`src/rtl/pwm_timer_pkg.sv`:
```
package pwm_timer_pkg;

  // Output mode field of each channel
  typedef enum logic [1:0] {
    OM_PASS     = 2'b00,
    OM_LOW      = 2'b01,
    OM_HIGH     = 2'b10,
    OM_PASS_ALT = 2'b11
  } out_mode_e;

  localparam int NUM_CH = 2;

endpackage

```
`src/rtl/pwm_cfg_shadow.sv`:
```
module pwm_cfg_shadow #(
  parameter int UNIT   = 128,
  parameter int CODE_W = 3,
  parameter int CNT_W  = 11,
  parameter int NCH    = 2
) (
  input  logic                          clk,
  input  logic                          rst_n,
  input  logic                          load,
  input  logic [CODE_W-1:0]             code_in,
  input  logic                          centre_in,
  input  logic [NCH-1:0][CNT_W-1:0]     duty_in,
  output logic [CNT_W-1:0]              per_q,
  output logic                          centre_q,
  output logic [NCH-1:0][CNT_W-1:0]     duty_q
);

  logic [CNT_W-1:0] per_n;

  // Period value decoded from the code; the all-zero code selects the largest period
  always_comb begin
    if (code_in == '0) per_n = CNT_W'(UNIT) << CODE_W;
    else               per_n = CNT_W'(code_in) * CNT_W'(UNIT);
  end

  always_ff @(posedge clk or negedge rst_n) begin
    if (!rst_n) begin
      per_q    <= CNT_W'(UNIT);
      centre_q <= 1'b0;
    end else if (load) begin
      per_q    <= per_n;
      centre_q <= centre_in;
    end
  end

  for (genvar c = 0; c < NCH; c++) begin : g_duty
    always_ff @(posedge clk or negedge rst_n) begin
      if (!rst_n)    duty_q[c] <= '0;
      else if (load) duty_q[c] <= duty_in[c];
    end
  end

  // settings stay frozen between cycle boundaries
  a_r10_period_frozen: assert property (@(posedge clk) disable iff (!rst_n)
    !load |=> ($stable(per_q) && $stable(centre_q)));
  a_r10_duty_frozen: assert property (@(posedge clk) disable iff (!rst_n)
    !load |=> $stable(duty_q));

endmodule

```
`src/rtl/pwm_updown_counter.sv`:
```
module pwm_updown_counter #(
  parameter int CNT_W = 11
) (
  input  logic             clk,
  input  logic             rst_n,
  input  logic             run,
  input  logic             tick,
  input  logic             centre,
  input  logic [CNT_W-1:0] per,
  output logic [CNT_W-1:0] cnt,
  output logic             down,
  output logic             cyc_end
);

  logic at_top;
  logic at_floor;

  assign at_top   = (cnt == per - CNT_W'(1));
  assign at_floor = (cnt == CNT_W'(1));
  assign cyc_end  = run && tick && (centre ? (down && at_floor) : at_top);

  always_ff @(posedge clk or negedge rst_n) begin
    if (!rst_n) begin
      cnt  <= '0;
      down <= 1'b0;
    end else if (!run) begin
      cnt  <= '0;
      down <= 1'b0;
    end else if (tick) begin
      if (!centre) begin
        down <= 1'b0;
        cnt  <= at_top ? '0 : cnt + CNT_W'(1);
      end else if (!down) begin
        // rising half: 0 .. P-1, then turn at P
        if (at_top) down <= 1'b1;
        cnt <= cnt + CNT_W'(1);
      end else begin
        // falling half: P .. 1, then back to 0
        if (at_floor) down <= 1'b0;
        cnt <= cnt - CNT_W'(1);
      end
    end
  end

  // stopped timer sits at zero
  a_r9_stop_zero: assert property (@(posedge clk) disable iff (!rst_n)
    !run |=> (cnt == '0 && !down));
  // no movement without a tick
  a_r9_no_tick_hold: assert property (@(posedge clk) disable iff (!rst_n)
    (run && !tick) |=> $stable(cnt));
  // count never leaves its range
  a_r3_cnt_range: assert property (@(posedge clk) disable iff (!rst_n)
    down ? (cnt <= per) : (cnt < per));

endmodule

```
`src/rtl/pwm_out_channel.sv`:
```
module pwm_out_channel
  import pwm_timer_pkg::*;
#(
  parameter int CNT_W = 11
) (
  input  logic             clk,
  input  logic             rst_n,
  input  logic             run,
  input  logic             tick,
  input  logic [CNT_W-1:0] cnt,
  input  logic             down,
  input  logic [CNT_W-1:0] per,
  input  logic [CNT_W-1:0] duty,
  input  logic             pol,
  input  logic [1:0]       mode,
  input  logic             clr,
  output logic             pin,
  output logic             flag
);

  out_mode_e mode_e;
  logic      active;
  logic      match;

  assign mode_e = out_mode_e'(mode);

  // Rising half uses <, falling half uses <= so the pulse spans exactly 2D in centre mode
  assign active = run && (down ? (cnt <= duty) : (cnt < duty));
  assign match  = run && tick && !down && (cnt == duty) && (duty < per);

  always_ff @(posedge clk or negedge rst_n) begin
    if (!rst_n) begin
      pin <= 1'b0;
    end else begin
      unique case (mode_e)
        OM_LOW:  pin <= 1'b0;
        OM_HIGH: pin <= 1'b1;
        default: pin <= active ^ pol;
      endcase
    end
  end

  always_ff @(posedge clk or negedge rst_n) begin
    if (!rst_n) flag <= 1'b0;
    else        flag <= match | (flag & ~clr);
  end

  // forced levels reach the pin on the next clock
  a_r7_force_low: assert property (@(posedge clk) disable iff (!rst_n)
    (mode == 2'b01) |=> !pin);
  a_r7_force_high: assert property (@(posedge clk) disable iff (!rst_n)
    (mode == 2'b10) |=> pin);
  // zero duty never activates a passing, non-inverted pin
  a_r5_zero_duty: assert property (@(posedge clk) disable iff (!rst_n)
    (duty == '0 && !pol && mode == 2'b00) |=> !pin);
  // flag holds until cleared
  a_r8_flag_sticky: assert property (@(posedge clk) disable iff (!rst_n)
    (flag && !clr) |=> flag);

endmodule

```
`src/rtl/pwm_dual_timer.sv`:
```
module pwm_dual_timer #(
  parameter  int UNIT   = 128,
  parameter  int CODE_W = 3,
  localparam int CNT_W  = $clog2(UNIT << CODE_W) + 1
) (
  input  logic              clk,
  input  logic              rst_n,
  input  logic              run,
  input  logic              tick_en,
  input  logic [CODE_W-1:0] period_code,
  input  logic              centre_align,
  input  logic [CNT_W-1:0]  duty_a,
  input  logic [CNT_W-1:0]  duty_b,
  input  logic              polarity_a,
  input  logic              polarity_b,
  input  logic [1:0]        mode_a,
  input  logic [1:0]        mode_b,
  input  logic [2:0]        flag_clear,
  output logic              pwm_a,
  output logic              pwm_b,
  output logic              flag_period,
  output logic              flag_a,
  output logic              flag_b
);

  import pwm_timer_pkg::*;

  logic [NUM_CH-1:0][CNT_W-1:0] duty_in;
  logic [NUM_CH-1:0][CNT_W-1:0] duty_sh;
  logic [NUM_CH-1:0]            pol_v;
  logic [NUM_CH-1:0][1:0]       mode_v;
  logic [NUM_CH-1:0]            clr_v;
  logic [NUM_CH-1:0]            pin_v;
  logic [NUM_CH-1:0]            flag_v;
  logic [CNT_W-1:0]             per_sh;
  logic                         centre_sh;
  logic [CNT_W-1:0]             cnt;
  logic                         down;
  logic                         cyc_end;
  logic                         load;

  assign duty_in = {duty_b, duty_a};
  assign pol_v   = {polarity_b, polarity_a};
  assign mode_v  = {mode_b, mode_a};
  assign clr_v   = flag_clear[2:1];
  assign load    = !run || cyc_end;

  pwm_cfg_shadow #(
    .UNIT(UNIT), .CODE_W(CODE_W), .CNT_W(CNT_W), .NCH(NUM_CH)
  ) u_shadow (
    .clk(clk), .rst_n(rst_n), .load(load),
    .code_in(period_code), .centre_in(centre_align), .duty_in(duty_in),
    .per_q(per_sh), .centre_q(centre_sh), .duty_q(duty_sh)
  );

  pwm_updown_counter #(.CNT_W(CNT_W)) u_count (
    .clk(clk), .rst_n(rst_n), .run(run), .tick(tick_en),
    .centre(centre_sh), .per(per_sh),
    .cnt(cnt), .down(down), .cyc_end(cyc_end)
  );

  for (genvar c = 0; c < NUM_CH; c++) begin : g_ch
    pwm_out_channel #(.CNT_W(CNT_W)) u_ch (
      .clk(clk), .rst_n(rst_n), .run(run), .tick(tick_en),
      .cnt(cnt), .down(down), .per(per_sh), .duty(duty_sh[c]),
      .pol(pol_v[c]), .mode(mode_v[c]), .clr(clr_v[c]),
      .pin(pin_v[c]), .flag(flag_v[c])
    );
  end

  always_ff @(posedge clk or negedge rst_n) begin
    if (!rst_n) flag_period <= 1'b0;
    else        flag_period <= cyc_end | (flag_period & ~flag_clear[0]);
  end

  assign pwm_a  = pin_v[0];
  assign pwm_b  = pin_v[1];
  assign flag_a = flag_v[0];
  assign flag_b = flag_v[1];

  // an end of cycle always leaves the period flag set
  a_r8_period_flag: assert property (@(posedge clk) disable iff (!rst_n)
    cyc_end |=> flag_period);
  // a clear with no new end of cycle drops the period flag
  a_r8_period_clear: assert property (@(posedge clk) disable iff (!rst_n)
    (flag_clear[0] && !cyc_end) |=> !flag_period);

endmodule

```
`config.mk`:
```
export PLATFORM = sky130hd
export DESIGN_NAME = pwm_dual_timer
export DESIGN_NICKNAME = d
export VERILOG_FILES = /design/src/rtl/pwm_timer_pkg.sv /design/src/rtl/pwm_cfg_shadow.sv /design/src/rtl/pwm_updown_counter.sv /design/src/rtl/pwm_out_channel.sv /design/src/rtl/pwm_dual_timer.sv
export SDC_FILE = /design/constraint.sdc
export NUM_CORES = 1
export LEC_CHECK = 0
export BUFFER_PORTS_ARGS = -buffer_cell sky130_fd_sc_hd__buf_2
export CELL_PAD_IN_SITES_DETAIL_PLACEMENT = 1
export CELL_PAD_IN_SITES_GLOBAL_PLACEMENT = 1
export CORE_MARGIN = 2
export CORE_UTILIZATION = 49
export DETAILED_ROUTE_END_ITERATION = 16
export GPL_TIMING_DRIVEN = 0
export PLACE_DENSITY = 0.95
export SYNTH_ARGS = -nofsm -noshare
export SYNTH_HDL_FRONTEND = slang
export SYNTH_SLANG_ARGS = --single-unit
```
`constraint.sdc`:
```
create_clock -name clk -period 4.7 [get_ports clk]
set_input_delay 1.41 -clock clk [delete_from_list [all_inputs] [get_ports clk]]
set_output_delay 1.41 -clock clk [all_outputs]
set_load 0.01 [all_outputs]
```
==> reports/qor.csv, run 1 <==
stage,metric,value,unit
setup_path,critical path start-end classification,flop to flop,
setup_path,critical path data arrival time,3.14,ns
power_and_ir_drop,Psw,0.262,mW
setup_path,reg-to-reg startpoint,u_shadow.per_q[7]$_DFFE_PN1P_,
sta,final number of hold-violating endpoints,0,
placed_design,detailed placement HPWL,6720,um
cts,latest clock arrival within the worst-skew pair,0.31,ns
routing,Pre-Repair DR Iteration Count,4,
sta,worst hold slack,0.517,ns
logic_synthesis,post-synth cell types,45,
logic_synthesis,library cell with the largest summed area after synthesis,dfrtp_1,
logic_synthesis,syn nets,386,
die,overall die width,84.0,um
setup_path,worst-case reg-to-reg path depth,8,
finish,fraction of final layout cells sized beyond drive strength 1,24.5,%
power_and_ir_drop,IR Drop Worst-Case VDD,0.136,mV
sta,Max-slew headroom,31.4,%
routing,vias after detailed routing,2656,
cts,Resized Gates After CTS,0,
sta,Final setup viols,0,
power_and_ir_drop,fraction of power spent switching nets,29.8,%
logic_synthesis,total of flip-flops plus latches after synthesis,44,
routing,Initial DRC Count,146,
routing,count of unresolved DRC violations after routing,0,
finish,"leading cell types in the layout, fill and taps excluded","buf_2 (47), dfrtp_1 (43), inv_1 (39), ha_1 (34), mux2_4 (20)",
cts,Longest Clk Path Bufs,2,
logic_synthesis,sequential element share of the synthesized area,35.1,%
cts,clock-pin slew on the worst setup and hold paths,0.09,ns
min_path,Worst Hold Launch,g_ch[1].u_ch.flag$_DFF_PN0_,
power_and_ir_drop,Power Dens Cells,249,nW/um2
sta,setup total negative slack,0,ns
routing,total length of routed wires,8700,um
logic_synthesis,post-synthesis instance total,313,
sta,unrepaired setup endpoints after global routing,false,
finish,"non-filler cells, final",440,
finish,antenna diode count,0,
die,area of the core,6280,um2
setup_path,required time of the critical path,4.90,ns
cts,H-tree lvl count,2,
run,count of max-cap constraint violations,0,
routing,per-cell via count in the routed design,6.04,
power_and_ir_drop,sequential group share of total power,48.6,%
logic_synthesis,top_reg_cell synth,dfrtp_1,
setup_path,Critical Path Fanout Max,10,
routing,DR WL/cell,19.8,um
logic_synthesis,share of synthesized registers carrying an async set or reset,100,%
placed_design,Final Wtd Congestion,0.915,
placed_design,worst slack at placement,1.78,ns
cts,post-CTS setup buffer count,0,
grt,Overflow after GRT,0,
power_and_ir_drop,Power Internal,0.618,mW
power_and_ir_drop,clock share of power,29.6,%
logic_synthesis,Post-synth EDFFs,0,
logic_synthesis,Yosys top cell area share,34.3,%
finish,fill cell count,724,
die,y dimension of the die,84.0,um
power_and_ir_drop,total power after layout,0.880,mW
outcome,run status,finished clean,
grt,maximum number of pins on one net before global-route repair,45,
die,I/O pin cnt,44,
cts,Root Driver,clkbuf_8,
min_path,endpoint of the worst hold-timing path,g_ch[1].u_ch.flag$_DFF_PN0_,
setup_path,startpoint type of the worst setup path,flop,
sta,Highest Clock Rate,340,MHz
sta,Fin Clk Skew,0.0117,ns
sta,final worst path period share,62.6,%
placed_design,count of port buffers added during placement,42,
power_and_ir_drop,share of power burned in combinational logic,21.8,%
min_path,number of instances on the worst hold path,1,
cts,number of buffers created by CTS,5,
setup_path,start point of the critical path,u_shadow.per_q[7]$_DFFE_PN1P_,
grt,number of global-route vias before repair,2855,
grt,all-layer global routing usage,26.1,%
die,effective utilization at floorplan,50.0,%
sta,worst path setup slack after routing,1.76,ns
grt,initial antenna violation count,0,
logic_synthesis,mean post-synth cell area,10.0,um2
sta,actual transition at the worst max-transition pin,1.03,ns
setup_path,worst-case register-to-register setup slack,1.76,ns
sta,minimum clock period,2.94,ns
min_path,Hold Crit Class,flop to flop,
power_and_ir_drop,total leakage power,1.78,nW
placed_design,Cells after DPL,432,
die,DIE AREA,7060,um2
finish,"most common cell after layout, fill and taps aside",buf_2,
setup_path,Crit. End Element,flop,
setup_path,endpoint of the worst register-to-register path,u_shadow.duty_q[9]$_DFFE_PN0P_,
logic_synthesis,yosys synthesis warning count,0,
die,standard-cell row count,29,
cts,cts hold-fix bufs,0,
logic_synthesis,most area-consuming cells after synthesis,"dfrtp_1 (34%), ha_1 (14%), mux2_4 (9.6%)",
cts,CTS tree,done,
logic_synthesis,combined area of all synthesized cells,3140,um2
finish,growth of design area from synthesis to finish,12.8,%
sta,number of pins exceeding their max-slew limit in the final report,0,
finish,Total Nets Final,435,
cts,clock sink total,44,
routing,antenna violation net count after detailed routing,0,
grt,global-route wire length before repair,14500,um
[cells by family (layout without fill, tap and decap cells)]
family	count (synthesis)	in the layout	share of synthesized area (%)
buffers and inverters	53	103	7.93
XOR/XNOR	9	9	2.51
multiplexers	28	28	12.4
adder cells (fa/ha/maj)	34	34	13.6
AND/OR/NAND/NOR	90	90	16.5
AO/OA/AOI/OAI	55	55	12.0
flip-flops	44	44	35.1
[worst max-delay path by stage]
stage	cells past startpoint	to	slack, ns
3_3_place_gp	4	u_count.cnt[8]$_DFFE_PN0P_	1.87
5_1_grt	8	u_shadow.duty_q[4]$_DFFE_PN0P_	1.55
3_5_place_dp	8	u_shadow.duty_q[4]$_DFFE_PN0P_	1.78
4_1_cts	8	u_shadow.duty_q[4]$_DFFE_PN0P_	1.76
6_report	8	u_shadow.duty_q[9]$_DFFE_PN0P_	1.76
2_1_floorplan	4	u_shadow.duty_q[0]$_DFFE_PN0P_	2.18
[cell usage after synthesis (3+ instances only)]
cell       n
a21boi_0   5
a21o_1     5
a21oi_1   13
a31oi_1    6
and2_1     3
buf_2      5
clkbuf_1   5
dfrtp_1   43
ha_1      34
inv_1     39
mux2_2     6
mux2_4    20
nand2_1   15
nand3_1   13
nand3b_1   7
nand4_1   10
nor2_1     8
nor2b_1    3
nor3_1    10
nor4_1     8
o21a_1     5
o21ai_0    8
or4_1      5
xnor2_1    6
xor2_1     3
[flip-flops by register name, summed over array words and instances, names as in the netlist]
name	count
g_ch.u_ch.flag	2
u_count.down	1
u_count.cnt	11
flag_period	1
u_shadow.duty_q	22
g_ch.u_ch.pin	2
u_shadow.centre_q	1
u_shadow.per_q	4
[per-stage QoR]
stage | util [%] | cell area [um2]
floorplan | - | 3140
global placement | 54.9 | 3450
detailed placement | 54.9 | 3450
CTS | 56.4 | 3540
global route | 56.4 | 3540
finish | 56.4 | 3540
[layer usage]
metal	GRT usage, %	up-vias	part of all wire [%]	wire (um)
li1	-	1219	-	-
met1	32.4	1331	42	3640
met2	46.0	84	51	4450
met3	4.06	22	4.6	397
met4	8.94	0	2.5	214
met5	0	-	0	0
[layout make-up]
cell class              count  area (um2)  share of cell area, %
clock inverters             1        7.51                  0.212
clock buffers               7        86.3                   2.44
multi-input cells         216        1790                   50.5
inverters                  39         146                   4.14
repair buffers             42         210                   5.94
flip-flops and latches     44        1100                   31.1
plain buffers              14         103                   2.90
well taps                  77        96.3                   2.72
[critical path, stage by stage, from the launching register on]
cell and delay (ns):
dfstp_2 0.59, inv_1 0.06, ha_1 0.31, xnor2_1 0.14, nor4_1 0.44, nand4_1 0.31, o211ai_4 0.45, buf_12 0.21
mux2_4 0.31
[power groups by stage]
stage          logic [mW]  clock network (mW)  registers, mW
5_1_grt             0.213               0.277          0.431
3_3_place_gp        0.171                   0          0.432
4_1_cts             0.192               0.263          0.428
2_1_floorplan       0.125                   0          0.428
6_report            0.192               0.260          0.428
3_5_place_dp        0.190                   0          0.435
Power figures use the tool's default switching activity.
==> run 2: changes to the inputs <==
Settings changed: CORE_UTILIZATION 49 to 41, PLACE_DENSITY 0.95 to 0.87.
Clock period 4.7 ns to 2.4 ns, I/O delays scaled along.
==> run 2 against run 1 <==
The flow now finishes with violations (setup timing); combinational power up 120%; worst hold slack better by 0.0041 ns; die area up 19%; cell count up 8.9%; critical path depth up 1; maximum frequency up 18%; setup slack worse by 1.8 ns; largest power group unchanged.
==> reports/qor.csv, run 2 (synthesized netlist as in run 1, its figures left out) <==
stage,metric,value,unit,change
outcome,run status,"finished, violations left",,was finished clean
outcome,failing checks,setup timing,,
finish,number of flip-flops in the largest register,22,,unchanged
routing,Pre-Repair DR Iteration Count,4,,unchanged
cts,H-tree lvl count,2,,unchanged
routing,count of unresolved DRC violations after routing,0,,unchanged
routing,DR WL/cell,20.7,um,was 19.8 um
finish,growth of design area from synthesis to finish,21.3,%,was 12.8%
die,I/O pin cnt,44,,unchanged
power_and_ir_drop,Power Dens Cells,468,nW/um2,was 249 nW/um2
finish,registers with the most flip-flops,"u_shadow.duty_q: 22 flops, u_count.cnt: 11 flops, u_shadow.per_q: 4 flops",,unchanged
finish,"leading cell types in the layout, fill and taps excluded","buf_2 (47), dfrtp_1 (41), inv_1 (37), ha_1 (33), mux2_4 (20)",,"was buf_2 (47), dfrtp_1 (43), inv_1 (39), ha_1 (34), mux2_4 (20)"
grt,global-route wire length before repair,14800,um,was 14500 um
sta,Max-slew headroom,31.0,%,was 31.4%
setup_path,startpoint type of the worst setup path,flop,,unchanged
power_and_ir_drop,Power Internal,1.24,mW,was 0.618 mW
routing,total length of routed wires,9900,um,was 8700 um
cts,Root Driver,clkbuf_8,,unchanged
cts,CTS tree,done,,unchanged
power_and_ir_drop,sequential group share of total power,47.0,%,was 48.6%
sta,number of pins exceeding their max-slew limit in the final report,0,,unchanged
run,count of max-cap constraint violations,0,,unchanged
grt,initial antenna violation count,0,,unchanged
sta,worst hold slack,0.522,ns,was 0.517 ns
power_and_ir_drop,clock share of power,28.9,%,was 29.6%
setup_path,critical path data arrival time,2.69,ns,was 3.14 ns
grt,number of global-route vias before repair,2898,,was 2855
finish,Largest Register,u_shadow.duty_q,,unchanged
sta,unrepaired setup endpoints after global routing,true,,was false
power_and_ir_drop,fraction of power spent switching nets,30.5,%,was 29.8%
power_and_ir_drop,total leakage power,1.88,nW,was 1.78 nW
die,y dimension of the die,91.5,um,was 84.0 um
die,overall die width,91.5,um,was 84.0 um
grt,all-layer global routing usage,22.4,%,was 26.1%
grt,maximum number of pins on one net before global-route repair,45,,unchanged
die,effective utilization at floorplan,42.8,%,was 50.0%
placed_design,Final Wtd Congestion,0.864,,was 0.915
cts,Longest Clk Path Bufs,2,,unchanged
routing,Initial DRC Count,194,,was 146
cts,number of buffers created by CTS,5,,unchanged
sta,final worst path period share,104,%,was 62.6%
power_and_ir_drop,Psw,0.544,mW,was 0.262 mW
routing,per-cell via count in the routed design,5.78,,was 6.04
cts,latest clock arrival within the worst-skew pair,0.31,ns,about the same
setup_path,Critical Path Fanout Max,6,,was 10
finish,antenna diode count,0,,unchanged
finish,fill cell count,846,,was 724
grt,Overflow after GRT,0,,unchanged
finish,"most common cell after layout, fill and taps aside",buf_2,,unchanged
finish,fraction of final layout cells sized beyond drive strength 1,30.5,%,was 24.5%
power_and_ir_drop,IR Drop Worst-Case VDD,0.246,mV,was 0.136 mV
sta,minimum clock period,2.48,ns,was 2.94 ns
die,area of the core,7330,um2,was 6280 um2
routing,vias after detailed routing,2771,,was 2656
die,DIE AREA,8370,um2,was 7060 um2
sta,worst path setup slack after routing,-0.0848,ns,was 1.76 ns
sta,Fin Clk Skew,0.0140,ns,was 0.0117 ns
placed_design,detailed placement HPWL,6630,um,was 6720 um
routing,antenna violation net count after detailed routing,0,,unchanged
setup_path,required time of the critical path,2.60,ns,was 4.90 ns
cts,clock sink total,44,,unchanged
cts,cts hold-fix bufs,0,,unchanged
setup_path,Crit. End Element,flop,,unchanged
setup_path,"critical path, cell by cell",inv_2 -> ha_4 -> xnor2_4 -> nor4_4 -> nand4_1 -> o211ai_4 -> buf_12 -> clkbuf_16 -> mux2_4,,was inv_1 -> ha_1 -> xnor2_1 -> nor4_1 -> nand4_1 -> o211ai_4 -> buf_12 -> mux2_4
sta,setup total negative slack,-1.65,ns,was 0 ns
finish,Total Nets Final,452,,was 435
power_and_ir_drop,share of power burned in combinational logic,24.1,%,was 21.8%
sta,actual transition at the worst max-transition pin,1.04,ns,was 1.03 ns
setup_path,critical path start-end classification,flop to flop,,unchanged
setup_path,biggest cell delay along the critical path,0.56,ns,was 0.59 ns
setup_path,highest-delay cell along the critical path,dfstp_2,,unchanged
die,standard-cell row count,31,,was 29
cts,clock-pin slew on the worst setup and hold paths,0.10,ns,was 0.09 ns
sta,final number of hold-violating endpoints,0,,unchanged
min_path,Hold Crit Class,flop to flop,,unchanged
sta,Highest Clock Rate,402,MHz,was 340 MHz
sta,Final setup viols,26,,was 0
placed_design,count of port buffers added during placement,42,,unchanged
## run 2: changes by cell type in the layout (fill, tap and decap cells not counted), moves of 2 or more
cell       before  now
buf_4           1   14
clkbuf_16       0    2
dfrtp_1        43   41
dfrtp_2         0    2
inv_1          39   37
inv_2           0    2
## run 2: final timing paths
check	from	to	depth (start not counted)	slack, ns
worst min-delay path	u_shadow.duty_q[18]$_DFFE_PN0P_	u_shadow.duty_q[18]$_DFFE_PN0P_	1	0.52
worst min register to register	u_shadow.duty_q[18]$_DFFE_PN0P_	u_shadow.duty_q[18]$_DFFE_PN0P_	1	0.52
worst max-delay path	u_shadow.per_q[7]$_DFFE_PN1P_	u_shadow.duty_q[7]$_DFFE_PN0P_	9	-0.08
min in group asynchronous	rst_n	u_shadow.duty_q[20]$_DFFE_PN0P_	1	0.58
worst max register to register	u_shadow.per_q[7]$_DFFE_PN1P_	u_shadow.duty_q[7]$_DFFE_PN0P_	9	-0.08
max in group asynchronous	rst_n	u_count.cnt[5]$_DFFE_PN0P_	1	1.09
## run 2: final cells by class
type	count	area (um2)	area share, %
inverters	39	146	3.84
flip-flops and latches	44	1100	29.0
clock buffers	6	82.6	2.17
well taps	99	124	3.25
clock inverters	2	15.0	0.394
plain buffers	14	103	2.69
multi-input cells	216	1840	48.4
repair buffers	59	389	10.2
## run 2: per-layer routing
layer / share of wire, % / vias up / GRT usage, %
li1: - / 1258 / -
met1: 42 / 1384 / 27.4
met2: 50 / 102 / 40.1
met3: 5.0 / 27 / 3.90
met4: 2.7 / 0 / 6.31
met5: 0 / - / 0
## run 2: critical path: cells and delay by family (launching register included)
family / cells / cell delay, ns
DFF: 1 / 0.56
and+or+nand+nor: 2 / 0.51
buffers and inverters: 3 / 0.38
muxes: 1 / 0.30
AOI/OAI and AO/OA: 1 / 0.26
adders and majority gates: 1 / 0.23
xor gates and xnor gates: 1 / 0.13
## run 2: power groups by stage
| stage | Sequential (mW) | Combinational (mW) | Clock [mW] |
|---|---|---|---|
| final | 0.837 | 0.429 | 0.515 |
| after global routing | 0.844 | 0.472 | 0.559 |
| after CTS | 0.836 | 0.390 | 0.524 |
| after detailed placement | 0.852 | 0.376 | 0 |
| after global placement | 0.848 | 0.342 | 0 |
| after floorplan | 0.838 | 0.250 | 0 |
## run 2: repair_timing
action,in CTS,in global routing
pin swaps,5,6
cloned,0,2
setup endpoints to repair,26,35
hold endpoints to repair,0,0
resized for setup,0,9
buffers inserted,9,6
## run 2: stage by stage
step	cell area [um2]	setup slack, ns	power (mW)	utilization, %	instances
2_1_floorplan	3160	-0.0136	1.09	-	313
3_3_place_gp	3490	-0.241	1.19	47.6	454
3_5_place_dp	3490	-0.326	1.23	47.6	454
4_1_cts	3660	-0.0297	1.75	49.9	471
5_1_grt	3810	-0.160	1.88	51.9	479
6_report	3810	-0.0848	1.78	51.9	479
==> run 3: changes to the inputs <==
Settings changed: CORE_UTILIZATION 41 to 42, SYNTH_HIERARCHICAL set to 1.
==> run 3 against run 2 <==
Highest routed layer unchanged; critical endpoint is now u_shadow/duty_q[17]$_DFFE_PN0P_; synthesized cell count grew 44%; combinational power increased by 100%; setup slack lost 0.20 ns; wire length increased by 41%; first-iteration DRC count fell by 3.6%; the run still ends with setup timing left; sequential share of layout area is 7.5 points lower; maximum frequency shrank 7.5%; count of clock-buffer cells in the layout down 1; critical path type unchanged; clock skew about the same.
==> reports/qor.csv, run 3 <==
stage,metric,value,unit,change
grt,most heavily used metal layer in global routing,met2,,unchanged
grt,global-route wire length before repair,21500,um,was 14800 um
setup_path,cell class contributing the biggest share of worst-path delay,compound AO/OA/AOI/OAI gates,,was flip-flops
finish,Largest Register,u_shadow/duty_q,,was u_shadow.duty_q
logic_synthesis,total of flip-flops plus latches after synthesis,44,,unchanged
cts,clock sink total,44,,unchanged
die,y dimension of the die,105,um,was 91.5 um
logic_synthesis,combined area of all synthesized cells,4250,um2,was 3140 um2
sta,worst hold slack,0.490,ns,was 0.522 ns
logic_synthesis,Yosys top cell area share,25.3,%,was 34.3%
sta,worst path setup slack after routing,-0.286,ns,was -0.0848 ns
logic_synthesis,most area-consuming cells after synthesis,"dfrtp_1 (25%), ha_1 (14%), mux2_4 (7.1%)",,"was dfrtp_1 (34%), ha_1 (14%), mux2_4 (9.6%)"
logic_synthesis,yosys synthesis warning count,6,,was 0
grt,all-layer global routing usage,24.9,%,was 22.4%
logic_synthesis,post-synthesis instance total,452,,was 313
logic_synthesis,most frequent cells after synthesis,"inv_1 (58), ha_1 (48), dfrtp_1 (43)",,"was dfrtp_1 (43), inv_1 (39), ha_1 (34)"
finish,Total Nets Final,620,,was 452
grt,met1 Use GR,30.1,%,was 27.4%
cts,H-tree lvl count,2,,unchanged
setup_path,"critical path, cell by cell",xor2_1 -> and3_2 -> o221ai_2 -> a221oi_2 -> o21a_4 -> o211a_1 -> nand2b_4 -> buf_12 -> clkbuf_16 -> mux2_4,,was inv_2 -> ha_4 -> xnor2_4 -> nor4_4 -> nand4_1 -> o211ai_4 -> buf_12 -> clkbuf_16 -> mux2_4
cts,number of buffers created by CTS,5,,unchanged
outcome,run status,"finished, violations left",,unchanged
sta,Highest Clock Rate,372,MHz,was 402 MHz
logic_synthesis,post-synth cell types,73,,was 45
cts,CTS tree,done,,unchanged
finish,antenna diode count,0,,unchanged
logic_synthesis,top_reg_cell synth,dfrtp_1,,unchanged
placed_design,count of port buffers added during placement,43,,was 42
placed_design,worst slack at placement,-0.777,ns,was -0.326 ns
routing,total length of routed wires,13900,um,was 9900 um
logic_synthesis,share of synthesized registers carrying an async set or reset,100,%,unchanged
logic_synthesis,Post-synth EDFFs,0,,unchanged
finish,"Design Area, Final",5170,um2,was 3810 um2
setup_path,highest-delay cell along the critical path,dfrtp_1,,was dfstp_2
sta,actual transition at the worst max-transition pin,1.06,ns,was 1.04 ns
routing,count of unresolved DRC violations after routing,0,,unchanged
routing,vias after detailed routing,3873,,was 2771
finish,number of flip-flops in the largest register,22,,unchanged
logic_synthesis,library cell with the largest summed area after synthesis,dfrtp_1,,unchanged
die,effective utilization at floorplan,43.5,%,was 42.8%
finish,"most common cell after layout, fill and taps aside",inv_1,,was buf_2
placed_design,detailed placement HPWL,9700,um,was 6630 um
power_and_ir_drop,total leakage power,2.56,nW,was 1.88 nW
routing,antenna violation net count after detailed routing,0,,unchanged
die,area of the core,9770,um2,was 7330 um2
grt,maximum number of pins on one net before global-route repair,45,,unchanged
die,overall die width,105,um,was 91.5 um
routing,Pre-Repair DR Iteration Count,4,,unchanged
finish,fill cell count,1139,,was 846
cts,clock-pin slew on the worst setup and hold paths,0.10,ns,about the same
sta,Fin Clk Skew,0.0136,ns,was 0.0140 ns
power_and_ir_drop,IR Drop Worst-Case VDD,0.226,mV,was 0.246 mV
cts,Root Driver,clkbuf_8,,unchanged
sta,final number of hold-violating endpoints,0,,unchanged
sta,Max-slew headroom,29.4,%,was 31.0%
finish,growth of design area from synthesis to finish,21.6,%,was 21.3%
outcome,failing checks,setup timing,,unchanged
power_and_ir_drop,total power after layout,2.38,mW,was 1.78 mW
finish,fraction of final layout cells sized beyond drive strength 1,33.9,%,was 30.5%
cts,Longest Clk Path Bufs,2,,unchanged
setup_path,required time of the critical path,2.61,ns,was 2.60 ns
grt,number of global-route vias before repair,4176,,was 2898
sta,unrepaired setup endpoints after global routing,true,,unchanged
setup_path,CP bufs+invs,2,,was 3
placed_design,Cells after DPL,634,,was 454
routing,per-cell via count in the routed design,5.81,,was 5.78
finish,"leading cell types in the layout, fill and taps excluded","inv_1 (58), ha_1 (48), buf_2 (45), dfrtp_1 (37), buf_4 (31)",,"was buf_2 (47), dfrtp_1 (41), inv_1 (37), ha_1 (33), mux2_4 (20)"
sta,number of pins exceeding their max-slew limit in the final report,0,,unchanged
grt,met2 track demand over resource in global routing,44.9,%,was 40.1%
min_path,Hold Crit Class,flop to flop,,unchanged
placed_design,Final Wtd Congestion,0.917,,was 0.864
routing,Initial DRC Count,187,,was 194
setup_path,critical path data arrival time,2.89,ns,was 2.69 ns
logic_synthesis,sequential element share of the synthesized area,25.9,%,was 35.1%
power_and_ir_drop,Power Dens Cells,461,nW/um2,was 468 nW/um2
setup_path,biggest cell delay along the critical path,0.65,ns,was 0.56 ns
finish,registers with the most flip-flops,"u_shadow/duty_q: 22 flops, u_count/cnt: 11 flops, u_shadow/per_q: 4 flops",,"was u_shadow.duty_q: 22 flops, u_count.cnt: 11 flops, u_shadow.per_q: 4 flops"
run,count of max-cap constraint violations,0,,unchanged
setup_path,startpoint type of the worst setup path,flop,,unchanged
logic_synthesis,mean post-synth cell area,9.40,um2,was 10.0 um2
grt,met3 demand-to-capacity share in global routing,2.99,%,was 3.90%
placed_design,area after detailed placement,4670,um2,was 3490 um2
setup_path,Crit. End Element,flop,,unchanged
die,I/O pin cnt,44,,unchanged
die,DIE AREA,10900,um2,was 8370 um2
sta,final worst path period share,112,%,was 104%
routing,DR WL/cell,20.9,um,was 20.7 um
setup_path,critical path start-end classification,flop to flop,,unchanged
grt,initial antenna violation count,0,,unchanged
cts,latest clock arrival within the worst-skew pair,0.32,ns,was 0.31 ns
grt,Overflow after GRT,0,,unchanged
die,standard-cell row count,36,,was 31
sta,Final setup viols,36,,was 26
sta,minimum clock period,2.69,ns,was 2.48 ns
setup_path,Critical Path Fanout Max,10,,was 6
logic_synthesis,most frequent cell after synthesis,inv_1,,was dfrtp_1
finish,"non-filler cells, final",667,,was 479
-- run 3: cell type report --
| cell class | instances | area (um2) | area share [%] |
|---|---|---|---|
| Buffer | 25 | 231 | 4.48 |
| Clock buffer | 5 | 68.8 | 1.33 |
| Clock inverter | 3 | 46.3 | 0.896 |
| Inverter | 58 | 218 | 4.21 |
| Multi-Input combinational cell | 330 | 2870 | 55.6 |
| Sequential cell | 44 | 1110 | 21.5 |
| Tap cell | 133 | 166 | 3.22 |
| Timing Repair Buffer | 69 | 453 | 8.77 |
-- run 3: cells by family after synthesis --
group | synth area share, %
AO/OA/AOI/OAI | 16.5
XOR/XNOR | 3.86
adder cells (fa/ha/maj) | 14.1
buffers and inverters | 10.1
flip-flops | 25.9
multiplexers | 9.96
other | 0.0883
AND/OR/NAND/NOR | 19.4
-- run 3: metal layers --
metal / wire (um) / part of all wire, %
met3: 535 / 3.8
met2: 7130 / 51
met1: 5820 / 42
met4: 432 / 3.1
met5: 0 / 0
-- run 3: final timing paths --
path                                       startpoint                               to  slack, ns  depth (start not counted)
setup / recovery           u_count/cnt[7]$_DFFE_PN0P_  u_shadow/duty_q[17]$_DFFE_PN0P_      -0.29                         10
hold / removal                  flag_period$_DFF_PN0_            flag_period$_DFF_PN0_       0.49                          1
setup reg to reg           u_count/cnt[7]$_DFFE_PN0P_  u_shadow/duty_q[17]$_DFFE_PN0P_      -0.29                         10
hold reg to reg                 flag_period$_DFF_PN0_            flag_period$_DFF_PN0_       0.49                          1
max in group asynchronous                       rst_n       u_count/cnt[9]$_DFFE_PN0P_       1.09                          1
min in group asynchronous                       rst_n  u_shadow/duty_q[16]$_DFFE_PN0P_       0.59                          1
-- run 3: through the flow --
step	TNS, ns	utilization, %
finish	-7.77	52.9
global route	-10.10	52.9
CTS	-5.57	50.4
detailed placement	-21.15	47.8
global placement	-16.61	47.8
floorplan	-1.85	-
-- run 3: what timing repair did --
item	in CTS	in global routing
setup buffers	12	12
hold buffers	0	0
cloned	0	2
setup endpoints to repair	35	32
pin swaps	4	6
resized for setup	17	23
-- run 3: power breakdown --
| group | internal, mW | leakage, nW | switching (mW) |
|---|---|---|---|
| combinational | 0.421 | 1.97 | 0.454 |
| sequential | 0.810 | 0.537 | 0.0753 |
| clock | 0.314 | 0.0548 | 0.309 |
| total | 1.55 | 2.56 | 0.838 |
